$ cat src/rtl/admit_pkg.sv
package admit_pkg;
  localparam int DA_BYTES = 6;

  typedef struct packed {
    logic runt;
    logic storm;
    logic oversize;
    logic rsvd;
  } drop_flags_t;
endpackage

$ cat src/rtl/admit_len_cnt.sv
module admit_len_cnt #(
  parameter int LEN_W = 11
) (
  input  logic             clk_i,
  input  logic             rst_ni,
  input  logic             beat_i,
  input  logic             sof_i,
  output logic [LEN_W-1:0] idx_o,
  output logic [LEN_W-1:0] len_now_o
);
  localparam logic [LEN_W-1:0] SAT = '1;

  logic [LEN_W-1:0] len_q;

  assign idx_o     = sof_i ? '0 : len_q;
  assign len_now_o = sof_i ? LEN_W'(1) : ((len_q == SAT) ? SAT : len_q + LEN_W'(1));

  always_ff @(posedge clk_i or negedge rst_ni) begin
    if (!rst_ni)     len_q <= '0;
    else if (beat_i) len_q <= len_now_o;
  end
endmodule

$ cat src/rtl/admit_da_parse.sv
module admit_da_parse
  import admit_pkg::*;
#(
  parameter int LEN_W = 11
) (
  input  logic             clk_i,
  input  logic             rst_ni,
  input  logic             beat_i,
  input  logic [LEN_W-1:0] idx_i,
  input  logic [7:0]       data_i,
  output logic             rsvd_fixed_o,
  output logic             rsvd_range_o,
  output logic             bcast_o,
  output logic             group_o
);
  logic [7:0] da_q   [DA_BYTES];
  logic [7:0] da_now [DA_BYTES];

  // bytes landing this beat are merged so eof on byte 6 classifies correctly
  for (genvar k = 0; k < DA_BYTES; k++) begin : g_byte
    logic hit;
    assign hit       = beat_i && (idx_i == LEN_W'(k));
    assign da_now[k] = hit ? data_i : da_q[k];
    always_ff @(posedge clk_i or negedge rst_ni) begin
      if (!rst_ni)  da_q[k] <= '0;
      else if (hit) da_q[k] <= data_i;
    end
  end

  logic [47:0] da;
  assign da = {da_now[0], da_now[1], da_now[2], da_now[3], da_now[4], da_now[5]};

  logic grp_prefix;
  assign grp_prefix   = (da[47:8] == 40'h0180C20000);
  assign rsvd_fixed_o = grp_prefix && (da[7:0] == 8'h01);
  assign rsvd_range_o = grp_prefix && (da[7:0] >= 8'h02) && (da[7:0] <= 8'h0F);
  assign bcast_o      = &da;
  assign group_o      = da[40];
endmodule

$ cat src/rtl/admit_storm.sv
module admit_storm #(
  parameter int WINDOW_CYC = 25_000_000,
  parameter int THR_0      = 2,
  parameter int THR_1      = 4,
  parameter int THR_2      = 8,
  parameter int THR_3      = 16
) (
  input  logic       clk_i,
  input  logic       rst_ni,
  input  logic [1:0] sel_i,
  input  logic       judge_i,
  output logic       over_o
);
  localparam int THR_A   = (THR_0 > THR_1) ? THR_0 : THR_1;
  localparam int THR_B   = (THR_2 > THR_3) ? THR_2 : THR_3;
  localparam int THR_MAX = (THR_A > THR_B) ? THR_A : THR_B;
  localparam int CNT_W   = $clog2(THR_MAX + 1);
  localparam int TICK_W  = $clog2(WINDOW_CYC);

  logic [TICK_W-1:0] tick_q;
  logic [CNT_W-1:0]  cnt_q, cnt_eff, thr;
  logic              wrap;

  assign wrap = (tick_q == TICK_W'(WINDOW_CYC - 1));

  always_ff @(posedge clk_i or negedge rst_ni) begin
    if (!rst_ni)   tick_q <= '0;
    else if (wrap) tick_q <= '0;
    else           tick_q <= tick_q + TICK_W'(1);
  end

  always_comb begin
    unique case (sel_i)
      2'd0:    thr = CNT_W'(THR_0);
      2'd1:    thr = CNT_W'(THR_1);
      2'd2:    thr = CNT_W'(THR_2);
      default: thr = CNT_W'(THR_3);
    endcase
  end

  // a frame ending on the wrap cycle is judged in the fresh window
  assign cnt_eff = wrap ? '0 : cnt_q;
  assign over_o  = (cnt_eff >= thr);

  always_ff @(posedge clk_i or negedge rst_ni) begin
    if (!rst_ni)                 cnt_q <= '0;
    else if (judge_i && !over_o) cnt_q <= cnt_eff + CNT_W'(1);
    else if (wrap)               cnt_q <= '0;
  end
endmodule

$ cat src/rtl/ingress_admit.sv
module ingress_admit
  import admit_pkg::*;
#(
  parameter int LIMIT_SHORT = 1536,
  parameter int LIMIT_LONG  = 1552,
  parameter int WINDOW_CYC  = 25_000_000,
  parameter int THR_0       = 2,
  parameter int THR_1       = 4,
  parameter int THR_2       = 8,
  parameter int THR_3       = 16
) (
  input  logic       clk_i,
  input  logic       rst_ni,
  input  logic       rx_valid_i,
  input  logic       rx_sof_i,
  input  logic       rx_eof_i,
  input  logic [7:0] rx_data_i,
  input  logic       cfg_rsvd_filt_i,
  input  logic       cfg_short_limit_i,
  input  logic       cfg_mcast_storm_i,
  input  logic [1:0] cfg_storm_sel_i,
  output logic       verdict_valid_o,
  output logic       accept_o,
  output logic       drop_rsvd_o,
  output logic       drop_long_o,
  output logic       drop_storm_o,
  output logic       drop_runt_o
);
  localparam int LEN_MAX = (LIMIT_LONG > LIMIT_SHORT) ? LIMIT_LONG : LIMIT_SHORT;
  localparam int LEN_W   = $clog2(LEN_MAX + 2);

  logic             sof_beat, eof_beat;
  logic [LEN_W-1:0] idx, len_now;
  logic             rsvd_fixed, rsvd_range, is_bcast, is_group;
  logic             bc_class, runt, oversize, judge, over;
  drop_flags_t      flags_d, flags_q;
  logic             valid_q;

  assign sof_beat = rx_valid_i && rx_sof_i;
  assign eof_beat = rx_valid_i && rx_eof_i;

  admit_len_cnt #(.LEN_W(LEN_W)) u_len (
    .clk_i, .rst_ni,
    .beat_i    (rx_valid_i),
    .sof_i     (rx_sof_i),
    .idx_o     (idx),
    .len_now_o (len_now)
  );

  admit_da_parse #(.LEN_W(LEN_W)) u_da (
    .clk_i, .rst_ni,
    .beat_i       (rx_valid_i),
    .idx_i        (idx),
    .data_i       (rx_data_i),
    .rsvd_fixed_o (rsvd_fixed),
    .rsvd_range_o (rsvd_range),
    .bcast_o      (is_bcast),
    .group_o      (is_group)
  );

  assign runt     = (len_now < LEN_W'(DA_BYTES));
  assign oversize = len_now > (cfg_short_limit_i ? LEN_W'(LIMIT_SHORT) : LEN_W'(LIMIT_LONG));
  assign bc_class = cfg_mcast_storm_i ? is_group : is_bcast;
  assign judge    = eof_beat && !runt && bc_class;

  admit_storm #(
    .WINDOW_CYC (WINDOW_CYC),
    .THR_0 (THR_0), .THR_1 (THR_1), .THR_2 (THR_2), .THR_3 (THR_3)
  ) u_storm (
    .clk_i, .rst_ni,
    .sel_i   (cfg_storm_sel_i),
    .judge_i (judge),
    .over_o  (over)
  );

  always_comb begin
    flags_d = '0;
    if (runt)                                        flags_d.runt     = 1'b1;
    else if (rsvd_fixed || (cfg_rsvd_filt_i && rsvd_range)) flags_d.rsvd = 1'b1;
    else if (oversize)                               flags_d.oversize = 1'b1;
    else if (bc_class && over)                       flags_d.storm    = 1'b1;
  end

  always_ff @(posedge clk_i or negedge rst_ni) begin
    if (!rst_ni) begin
      valid_q <= 1'b0;
      flags_q <= '0;
    end else if (eof_beat) begin
      valid_q <= 1'b1;
      flags_q <= flags_d;
    end else if (sof_beat) begin
      valid_q <= 1'b0;
      flags_q <= '0;
    end
  end

  assign verdict_valid_o = valid_q;
  assign accept_o        = valid_q && (flags_q == '0);
  assign drop_rsvd_o     = flags_q.rsvd;
  assign drop_long_o     = flags_q.oversize;
  assign drop_storm_o    = flags_q.storm;
  assign drop_runt_o     = flags_q.runt;
endmodule

$ cat config.mk
export PLATFORM = sky130hd
export DESIGN_NAME = ingress_admit
export DESIGN_NICKNAME = d
export VERILOG_FILES = /design/src/rtl/admit_pkg.sv /design/src/rtl/admit_len_cnt.sv /design/src/rtl/admit_da_parse.sv /design/src/rtl/admit_storm.sv /design/src/rtl/ingress_admit.sv
export SDC_FILE = /design/constraint.sdc
export NUM_CORES = 1
export LEC_CHECK = 0
export ABC_CLOCK_PERIOD_IN_PS = 6300
export BUFFER_PORTS_ARGS = -buffer_cell sky130_fd_sc_hd__buf_2
export CAP_MARGIN = 5
export CORE_MARGIN = 2
export CORE_UTILIZATION = 40
export CTS_BUF_LIST = sky130_fd_sc_hd__clkbuf_4
export DETAILED_ROUTE_END_ITERATION = 16
export GPL_TIMING_DRIVEN = 0
export PLACE_DENSITY = 0.64
export SLEW_MARGIN = 20
export SYNTH_ARGS = -nofsm -noshare
export SYNTH_HDL_FRONTEND = slang
export SYNTH_SLANG_ARGS = --single-unit
$ cat constraint.sdc
create_clock -name clk_i -period 6.3 [get_ports clk_i]
set_input_delay 1.26 -clock clk_i [delete_from_list [all_inputs] [get_ports clk_i]]
set_output_delay 1.26 -clock clk_i [all_outputs]
set_load 0.02 [all_outputs]
==> impl_metrics.tcl, run 1 <==
set metrics [dict create \
    status "completed" \
    cts_sinks 94 \
    relSlewSlack_pct 58.3 \
    final_common_cell "dfrtp_1" \
    syn-cell-area_sq_mm 0.00518 \
    die_y_um 118 \
    num_vias 3973 \
    setup_viol 0 \
    path_clk_slew_ns 0.14 \
    cts.root.buffer_cell "clkbuf_4" \
    critPathRequiredTime_ns 6.66 \
    rows 41 \
    postRouteAntennaNets 0 \
    area_delta_synth_final_pct 10.2 \
    arrival_ns 4.38 \
    grt_pass1_wl_um 19900 \
    dieArea_sq_mm 0.0139 \
    worstPathMaxFanout 10 \
    grt_setup_unrepaired "false" \
    routabilityCongestion 0.861 \
    synth_cell_types 58 \
    drt_iter0_markers 167 \
    die_width_um 118 \
    cts_tree "built" \
    dp_slack_ns 1.75 \
    fin_crit_sh_pct 63.8 \
    vdd_drop_max_mv 0.158 \
    timing.setup.tns_ns 0 \
    core_area_sq_mm 0.0126 \
    clk_latency_ns 0.47 \
    grt_antenna_before_repair 1 \
    io_buffers 22 \
    dr.pass1.iters 5 \
    drc 0 \
    overflow 0 \
    max_freq_mhz 249 \
    synthArstFlopShare_pct 100 \
    final_nets 575 \
    finalMaxSlewViolations 0 \
    holdPathEnd "u_storm.tick_q[4]$_DFF_PN0_" \
    ios 24 \
    hold_viol 0 \
    syn_inst 515 \
    wl_per_cell_um 15.9 \
    rr_startpoint "u_len.len_q[10]$_DFFE_PN0P_" \
    fill_cells 1248 \
    post_cts_buffers 0 \
    leakage_nw 2.48 \
    period_needed_ns 4.02 \
    layout_setup_ws_ns 2.28 \
    grt_max_degree 54 \
    startpoint_type "input pin" \
    grt_pass1_vias 4060 \
    reg2reg_depth 10 \
    rr_endpoint "drop_long_o$_DFFE_PN0P_" \
    postCtsResizedCells 0 \
    ys.flop_type "dfrtp_1" \
    cts-htree-levels 3 \
    finalPower_mw 1.60 \
    vias_per_cell 5.46 \
    start_util_pct 41.0 \
    min_path_cells 1 \
    max_cap_violations 0 \
    layout_common_cells "94 x dfrtp_1, 55 x nand2_1, 43 x mux2_2" \
    drt-total-wl_um 11600 \
    syn_nets 541 \
    dpl.hpwl_um 8220 \
    synth_seq_cells 94 \
    end_kind "flop" \
    drive_gt1_share_pct 19.7 \
    min_path_type "flop to flop" \
    ys_seq_area_share_pct 45.4 \
    pwr_density_cell_mw_per_mm2 281 \
    synth_edf_count 0 \
    crit_type "input pin to flop" \
    fin_skew_ns 0.0168 \
    r2r_slack_ns 2.72 \
    synth-warning-count 0 \
    gr-usage-all-layers_pct 17.5 \
    cts_buffer_depth 2 \
    worst_slew_pin_slew_ns 0.625 \
    avgSynthCellArea_sq_um 10.1 \
    ctsHoldBuffers 0 \
    cts_buffers 9 \
    holdCritStartpoint "u_storm.tick_q[4]$_DFF_PN0_" \
]
## how the worst max path moves through the flow
stage / slack [ns] / to / cells past startpoint / from
final: 2.28 / drop_long_o$_DFFE_PN0P_ / 10 / rx_valid_i
after global routing: 2.03 / drop_long_o$_DFFE_PN0P_ / 10 / rx_valid_i
after CTS: 2.27 / drop_long_o$_DFFE_PN0P_ / 10 / rx_valid_i
after detailed placement: 1.75 / drop_long_o$_DFFE_PN0P_ / 10 / rx_valid_i
after global placement: 1.75 / drop_long_o$_DFFE_PN0P_ / 10 / rx_valid_i
after floorplan: 2.63 / drop_long_o$_DFFE_PN0P_ / 9 / rx_sof_i
## registers in the layout, summed over array words and instances (netlist names)
signal,count
u_storm.cnt_q,5
drop_storm_o,1
drop_runt_o,1
u_storm.tick_q,25
u_len.len_q,11
u_da.da_q,48
verdict_valid_o,1
drop_rsvd_o,1
drop_long_o,1
## stage by stage
| step | cell area, sq um | hold slack (ns) | std cells | util [%] |
|---|---|---|---|---|
| 4_1_cts | 5700 | 0.485 | 726 | 45.2 |
| 6_report | 5710 | 0.480 | 727 | 45.2 |
| 3_3_place_gp | 5500 | 0.456 | 709 | 43.6 |
| 3_5_place_dp | 5540 | 0.463 | 710 | 43.9 |
| 2_1_floorplan | 5180 | 0.438 | 515 | - |
| 5_1_grt | 5710 | 0.503 | 727 | 45.2 |
## final cells by class
type                            count  area [sq um]  area share [%]
Clock inverter                      5          82.6            1.45
Tap cell                          172           215            3.77
Timing Repair Buffer               23           144            2.52
Multi-Input combinational cell    376          2620            45.9
Inverter                           11          41.3           0.724
Antenna cell                        1          2.50          0.0439
Buffer                             34           169            2.96
Clock buffer                       11          82.6            1.45
Sequential cell                    94          2350            41.2
## power by group
part / leakage [nW] / internal [mW] / switching (mW)
combinational: 1.18 / 0.192 / 0.198
clock: 0.0914 / 0.172 / 0.211
sequential: 1.21 / 0.741 / 0.0913
## routing by layer
metal  track usage [%]  up-vias  share of wire, %
met2              28.1       68                46
li1                  -     1914                 -
met1              23.9     1975                49
met5                 0        -                 0
met3              2.47       16               2.9
met4              7.00        0               1.9
## cell families (layout without fill, tap and decap cells)
logic type | after synthesis | count (layout) | synth area share (%)
AOI/OAI and AO/OA | 63 | 63 | 8.09
adders and majority gates | 8 | 8 | 1.93
xor gates and xnor gates | 26 | 26 | 4.40
buffers and inverters | 45 | 84 | 4.06
other | 0 | 1 | 0
DFF | 94 | 94 | 45.4
muxes | 59 | 59 | 12.5
and+or+nand+nor | 220 | 220 | 23.6
## synthesized netlist by cell type (all sizes together), types with 3 or more instances
master / n / share of area [%]
a21oi: 21 / 2.0
a31o: 4 / 0.68
a31oi: 4 / 0.48
and2: 4 / 0.48
and3: 14 / 1.7
buf: 14 / 1.8
clkbuf: 20 / 1.4
dfrtp: 94 / 45
ha: 8 / 1.9
inv: 11 / 0.80
mux2: 44 / 9.6
mux2i: 15 / 2.9
nand2: 55 / 4.0
nand2b: 4 / 0.48
nand3: 25 / 2.5
nand4: 17 / 2.1
nand4b: 6 / 1.0
nor2: 37 / 2.7
nor2b: 9 / 1.1
nor3: 9 / 0.87
nor4: 14 / 2.6
nor4b: 3 / 0.51
o21ai: 11 / 1.1
o22ai: 3 / 0.36
or3: 6 / 0.72
or4: 7 / 1.1
xnor2: 13 / 2.2
xor2: 13 / 2.2
## worst max-delay path, cell delays in order
cell and delay (ns):
buf_2 0.12, clkbuf_1 0.37, or4bb_1 0.45, nor4_1 0.43, buf_2 0.34, mux2_2 0.37
nor2_1 0.09, nor4b_1 0.29, nand4b_1 0.32, a32o_1 0.33
Power figures use the tool's default switching activity.
==> inputs of run 2 (changes only) <==
ABC_CLOCK_PERIOD_IN_PS = 3400   (was 6300)
PLACE_DENSITY = 0.66   (was 0.64)
clock period = 3.4 ns   (was 6.3 ns; I/O delays follow)
==> impl_metrics.tcl, run 2 (synthesis gave the netlist of run 1 again) <==
set metrics [dict create \
    cts_sinks 94 \
    start_util_pct 41.0 \
    pwr_density_cell_mw_per_mm2 528 \
    leakage_nw 2.54 \
    multi_input_area_sq_mm 0.00269 \
    max_cap_violations 0 \
    final_common_cell "dfrtp_1" \
    path_clk_slew_ns 0.16 \
    gr-usage-all-layers_pct 17.5 \
    cts-htree-levels 3 \
    vias_per_cell 5.46 \
    min_path_type "input pin to asynchronous set/reset pin" \
    rows 41 \
    cts_tree "built" \
    fin_crit_sh_pct 96.8 \
    grt_pass1_vias 3980 \
    end_kind "flop" \
    cts_buffers 9 \
    core_area_sq_mm 0.0126 \
    drt_iter0_markers 249 \
    utilization_pct 46.3 \
    layout_common_cells "94 x dfrtp_1, 55 x nand2_1, 43 x mux2_2" \
    largest_register_ffs 48 \
    wl_per_cell_um 16.0 \
    clk_latency_ns 0.47 \
    dpl_cell_area_sq_mm 0.00554 \
    fill_cells 1226 \
    overflow 0 \
    ctsHoldBuffers 0 \
    fin_skew_ns 0.0149 \
    num_vias 3989 \
    diodes 0 \
    regMostFlops "u_da.da_q" \
    drive_gt1_share_pct 21.5 \
    rr_endpoint "u_storm.cnt_q[1]$_DFF_PN0_" \
    grt_pass1_wl_um 19700 \
    setup_viol 0 \
    drt-total-wl_um 11700 \
    postRouteAntennaNets 0 \
    dpl.hpwl_um 8220 \
    die_y_um 118 \
    die_width_um 118 \
    cts.root.buffer_cell "clkbuf_4" \
    grt_antenna_before_repair 0 \
    crit_type "flop to flop" \
    reg_top3 "u_da.da_q (48), u_storm.tick_q (25), u_len.len_q (11)" \
    io_buffers 22 \
    drc 0 \
    rr_startpoint "u_len.len_q[5]$_DFFE_PN0P_" \
    routabilityCongestion 0.883 \
    period_needed_ns 3.29 \
    ios 24 \
    hold_viol 0 \
    vdd_drop_max_mv 0.368 \
    r2r_slack_ns 0.11 \
    status "completed" \
    reg2reg_depth 10 \
    final_nets 579 \
    cts_buffer_depth 2 \
    worst_slew_pin_slew_ns 0.596 \
    worstPathMaxFanout 10 \
    ff_latch_area_sq_mm 0.00235 \
    grt_max_degree 62 \
    arrival_ns 3.67 \
    final_area_sq_mm 0.00584 \
    finalMaxSlewViolations 0 \
    dieArea_sq_mm 0.0139 \
    critPathRequiredTime_ns 3.78 \
    dr.pass1.iters 4 \
    startpoint_type "flop" \
    area_delta_synth_final_pct 12.8 \
    relSlewSlack_pct 60.3 \
    max_freq_mhz 304 \
]
run 2: worst max-delay path by stage:
stage                                           start                         end  slack [ns]  cells past startpoint
after floorplan                              rx_sof_i     drop_long_o$_DFFE_PN0P_        0.31                      9
after global placement                     rx_valid_i     drop_long_o$_DFFE_PN0P_       -0.59                     10
after detailed placement                   rx_valid_i     drop_long_o$_DFFE_PN0P_       -0.55                     10
after CTS                 u_len.len_q[10]$_DFFE_PN0P_     drop_rsvd_o$_DFFE_PN0P_       0.009                     10
after global routing       u_len.len_q[6]$_DFFE_PN0P_     drop_long_o$_DFFE_PN0P_      -0.003                     10
final                      u_len.len_q[5]$_DFFE_PN0P_  u_storm.cnt_q[1]$_DFF_PN0_        0.11                     10
run 2: critical path, stage by stage (launching register included):
cell	delay, ns
dfrtp_1	0.40
buf_6	0.13
or4_4	0.51
buf_6	0.17
nor4_4	0.34
buf_4	0.26
mux2i_1	0.26
nand4_1	0.21
o31ai_4	0.44
nand3_2	0.15
mux2_4	0.32
run 2: timing repair:
| item | in CTS | in global routing |
|---|---|---|
| gates cloned | 0 | 1 |
| pin swaps | 1 | 5 |
| endpoints found under the setup margin | 4 | 8 |
| setup buffers | 0 | 4 |
| gates resized for setup | 6 | 11 |
run 2: cell type report:
type | instances | share of cell area, %
repair buffers | 28 | 3.06
multi-input cells | 376 | 46.0
clock buffers | 9 | 1.16
well taps | 172 | 3.68
inverters | 11 | 0.707
clock inverters | 7 | 2.06
flip-flops and latches | 94 | 40.3
plain buffers | 33 | 3.04
run 2: where the power goes:
group	switching, mW	internal [mW]	leakage [nW]
Sequential	0.174	1.37	1.21
Clock	0.408	0.377	0.0986
Combinational	0.388	0.367	1.23
Total	0.969	2.12	2.54
run 2: metrics by stage:
stage / hold slack (ns) / power, mW / TNS [ns] / cells / setup slack, ns
detailed placement: 0.455 / 2.29 / -3.09 / 710 / -0.553
finish: 0.0767 / 3.09 / 0 / 730 / 0.108
global placement: 0.458 / 2.24 / -3.19 / 709 / -0.595
floorplan: 0.384 / 2.06 / 0 / 515 / 0.310
global route: 0.0602 / 3.25 / -0.00251 / 730 / -0.00251
CTS: 0.0665 / 3.07 / 0 / 726 / 0.00855
run 2: layer usage:
| metal | vias to the layer above | GRT usage [%] | routed length, um |
|---|---|---|---|
| met5 | - | 0 | 0 |
| met2 | 77 | 26.9 | 5400 |
| met3 | 12 | 3.97 | 447 |
| met1 | 1973 | 24.6 | 5740 |
| li1 | 1927 | - | - |
| met4 | 0 | 5.27 | 124 |
==> inputs of run 3 (changes only) <==
ABC_CLOCK_PERIOD_IN_PS = 3600   (was 3400)
PLACE_DENSITY = 0.64   (was 0.66)
clock period = 3.6 ns   (was 3.4 ns; I/O delays follow)
==> impl_metrics.tcl, run 3 (synthesis gave the netlist of run 1 again) <==
set metrics [dict create \
    worstPathMaxFanout 10 \
    core_area_sq_mm 0.0126 \
    dpl_cell_area_sq_mm 0.00554 \
    ios 24 \
    postRouteAntennaNets 0 \
    drive_gt1_share_pct 20.5 \
    max_cap_violations 0 \
    cts_tree "built" \
    layout_common_cells "94 x dfrtp_1, 55 x nand2_1, 43 x mux2_2" \
    largest_register_ffs 48 \
    combPwrFrac_pct 24.6 \
    grt_pass1_vias 4073 \
    critPathSlowestCell "or4_1" \
    overflow 0 \
    grt_pass1_wl_um 19900 \
    dieArea_sq_mm 0.0139 \
    cpLargestDelayFamily "simple AND/OR/NAND/NOR gates" \
    die_y_um 118 \
    vias_per_cell 5.46 \
    grt_max_degree 54 \
    grt_setup_unrepaired "false" \
    relSlewSlack_pct 57.7 \
    period_needed_ns 3.42 \
    hold_viol 0 \
    cts_buffer_depth 2 \
    crit_type "flop to flop" \
    cts_sinks 94 \
    seq_power_share_pct 51.6 \
    drt_iter0_markers 135 \
    startpoint_type "flop" \
    path_cells "buf_2 > or4_1 > buf_6 > nor4_4 > clkbuf_4 > mux2_2 > nor2_1 > nor4b_1 > nand4b_1 > buf_4 > a32o_1" \
    path_clk_slew_ns 0.14 \
    timing.setup.tns_ns 0 \
    min_path_type "input pin to asynchronous set/reset pin" \
    die_width_um 118 \
    p_clk_share_pct 23.8 \
    max_freq_mhz 293 \
    ctsHoldBuffers 0 \
    clk_latency_ns 0.47 \
    routabilityCongestion 0.861 \
    io_buffers 22 \
    status "completed" \
    leakage_nw 2.49 \
    vdd_drop_max_mv 0.278 \
    p_sw_share_pct 31.4 \
    setup_viol 0 \
    gr-usage-all-layers_pct 17.5 \
    max_stage_delay_ns 0.50 \
    num_vias 3972 \
    cts.root.buffer_cell "clkbuf_4" \
    fin_skew_ns 0.0175 \
    final_area_sq_mm 0.00575 \
    worst_slew_pin_slew_ns 0.635 \
    dpl.hpwl_um 8220 \
    rows 41 \
    drc 0 \
    p_int_mw 1.94 \
    p_sw_uw 888 \
    grt_antenna_before_repair 1 \
    drt-total-wl_um 11600 \
    reg_top3 "u_da.da_q (48), u_storm.tick_q (25), u_len.len_q (11)" \
    fin_crit_sh_pct 94.9 \
    cts_buffers 9 \
    critPathRequiredTime_ns 3.96 \
    arrival_ns 3.78 \
    area_delta_synth_final_pct 11.1 \
    critPathBufInv 4 \
    fill_cells 1248 \
    dr.pass1.iters 6 \
    cts-htree-levels 3 \
    whs_ns 0.139 \
    finalMaxSlewViolations 0 \
    regMostFlops "u_da.da_q" \
    start_util_pct 41.0 \
    final_nets 576 \
    final_common_cell "dfrtp_1" \
    pwr_density_cell_mw_per_mm2 491 \
    wl_per_cell_um 16.0 \
    end_kind "flop" \
]
-- run 3: through the flow --
stage                     utilization (%)  std cells  power (mW)  worst slack, ns
after floorplan                         -        515        1.95            0.470
after global placement               43.6        709        2.11           -0.414
after detailed placement             43.9        710        2.16           -0.407
after CTS                            45.3        726        2.83           0.0646
after global routing                 45.6        728        2.99           0.0165
final                                45.6        728        2.82            0.183
-- run 3: worst paths after layout --
path,from,endpoint,slack [ns],depth (start not counted)
worst max-delay path,u_len.len_q[10]$_DFFE_PN0P_,drop_long_o$_DFFE_PN0P_,0.18,11
worst min-delay path,rst_ni,u_len.len_q[10]$_DFFE_PN0P_,0.14,1
worst max register to register,u_len.len_q[10]$_DFFE_PN0P_,drop_long_o$_DFFE_PN0P_,0.18,11
worst min register to register,u_storm.tick_q[4]$_DFF_PN0_,u_storm.tick_q[4]$_DFF_PN0_,0.48,1
max in group asynchronous,rst_ni,u_da.da_q[17]$_DFF_PN0_,2.86,2
min in group clk_i,u_storm.tick_q[4]$_DFF_PN0_,u_storm.tick_q[4]$_DFF_PN0_,0.48,1
-- run 3: timing repair --
action,in CTS,in global routing
cloned,0,0
endpoints found under the hold margin,0,0
gates resized for setup,2,7
setup endpoints to repair,2,8
buffers inserted,0,1
pin swaps,0,1
-- run 3: cell type report --
class | instances | area [sq um] | area share, %
antenna | 1 | 2.50 | 0.0435
buffer | 34 | 175 | 3.04
clock buffer | 11 | 82.6 | 1.44
clock inverter | 5 | 82.6 | 1.44
inverter | 11 | 41.3 | 0.718
multi-input combinational | 376 | 2650 | 46.1
sequential | 94 | 2350 | 40.9
tap | 172 | 215 | 3.74
timing repair buffer | 24 | 151 | 2.63
-- run 3: routing by layer --
metal  wire length (um)  track usage (%)
met1               5660             23.7
met4                174             7.15
met5                  0                0
met3                351             2.76
met2               5440             28.1
-- run 3: power groups by stage --
stage | combinational (mW) | sequential, mW | clock (mW)
after floorplan | 0.519 | 1.43 | 0
after global placement | 0.653 | 1.46 | 0
after detailed placement | 0.682 | 1.48 | 0
after CTS | 0.689 | 1.45 | 0.685
after global routing | 0.773 | 1.49 | 0.724
final | 0.695 | 1.46 | 0.672
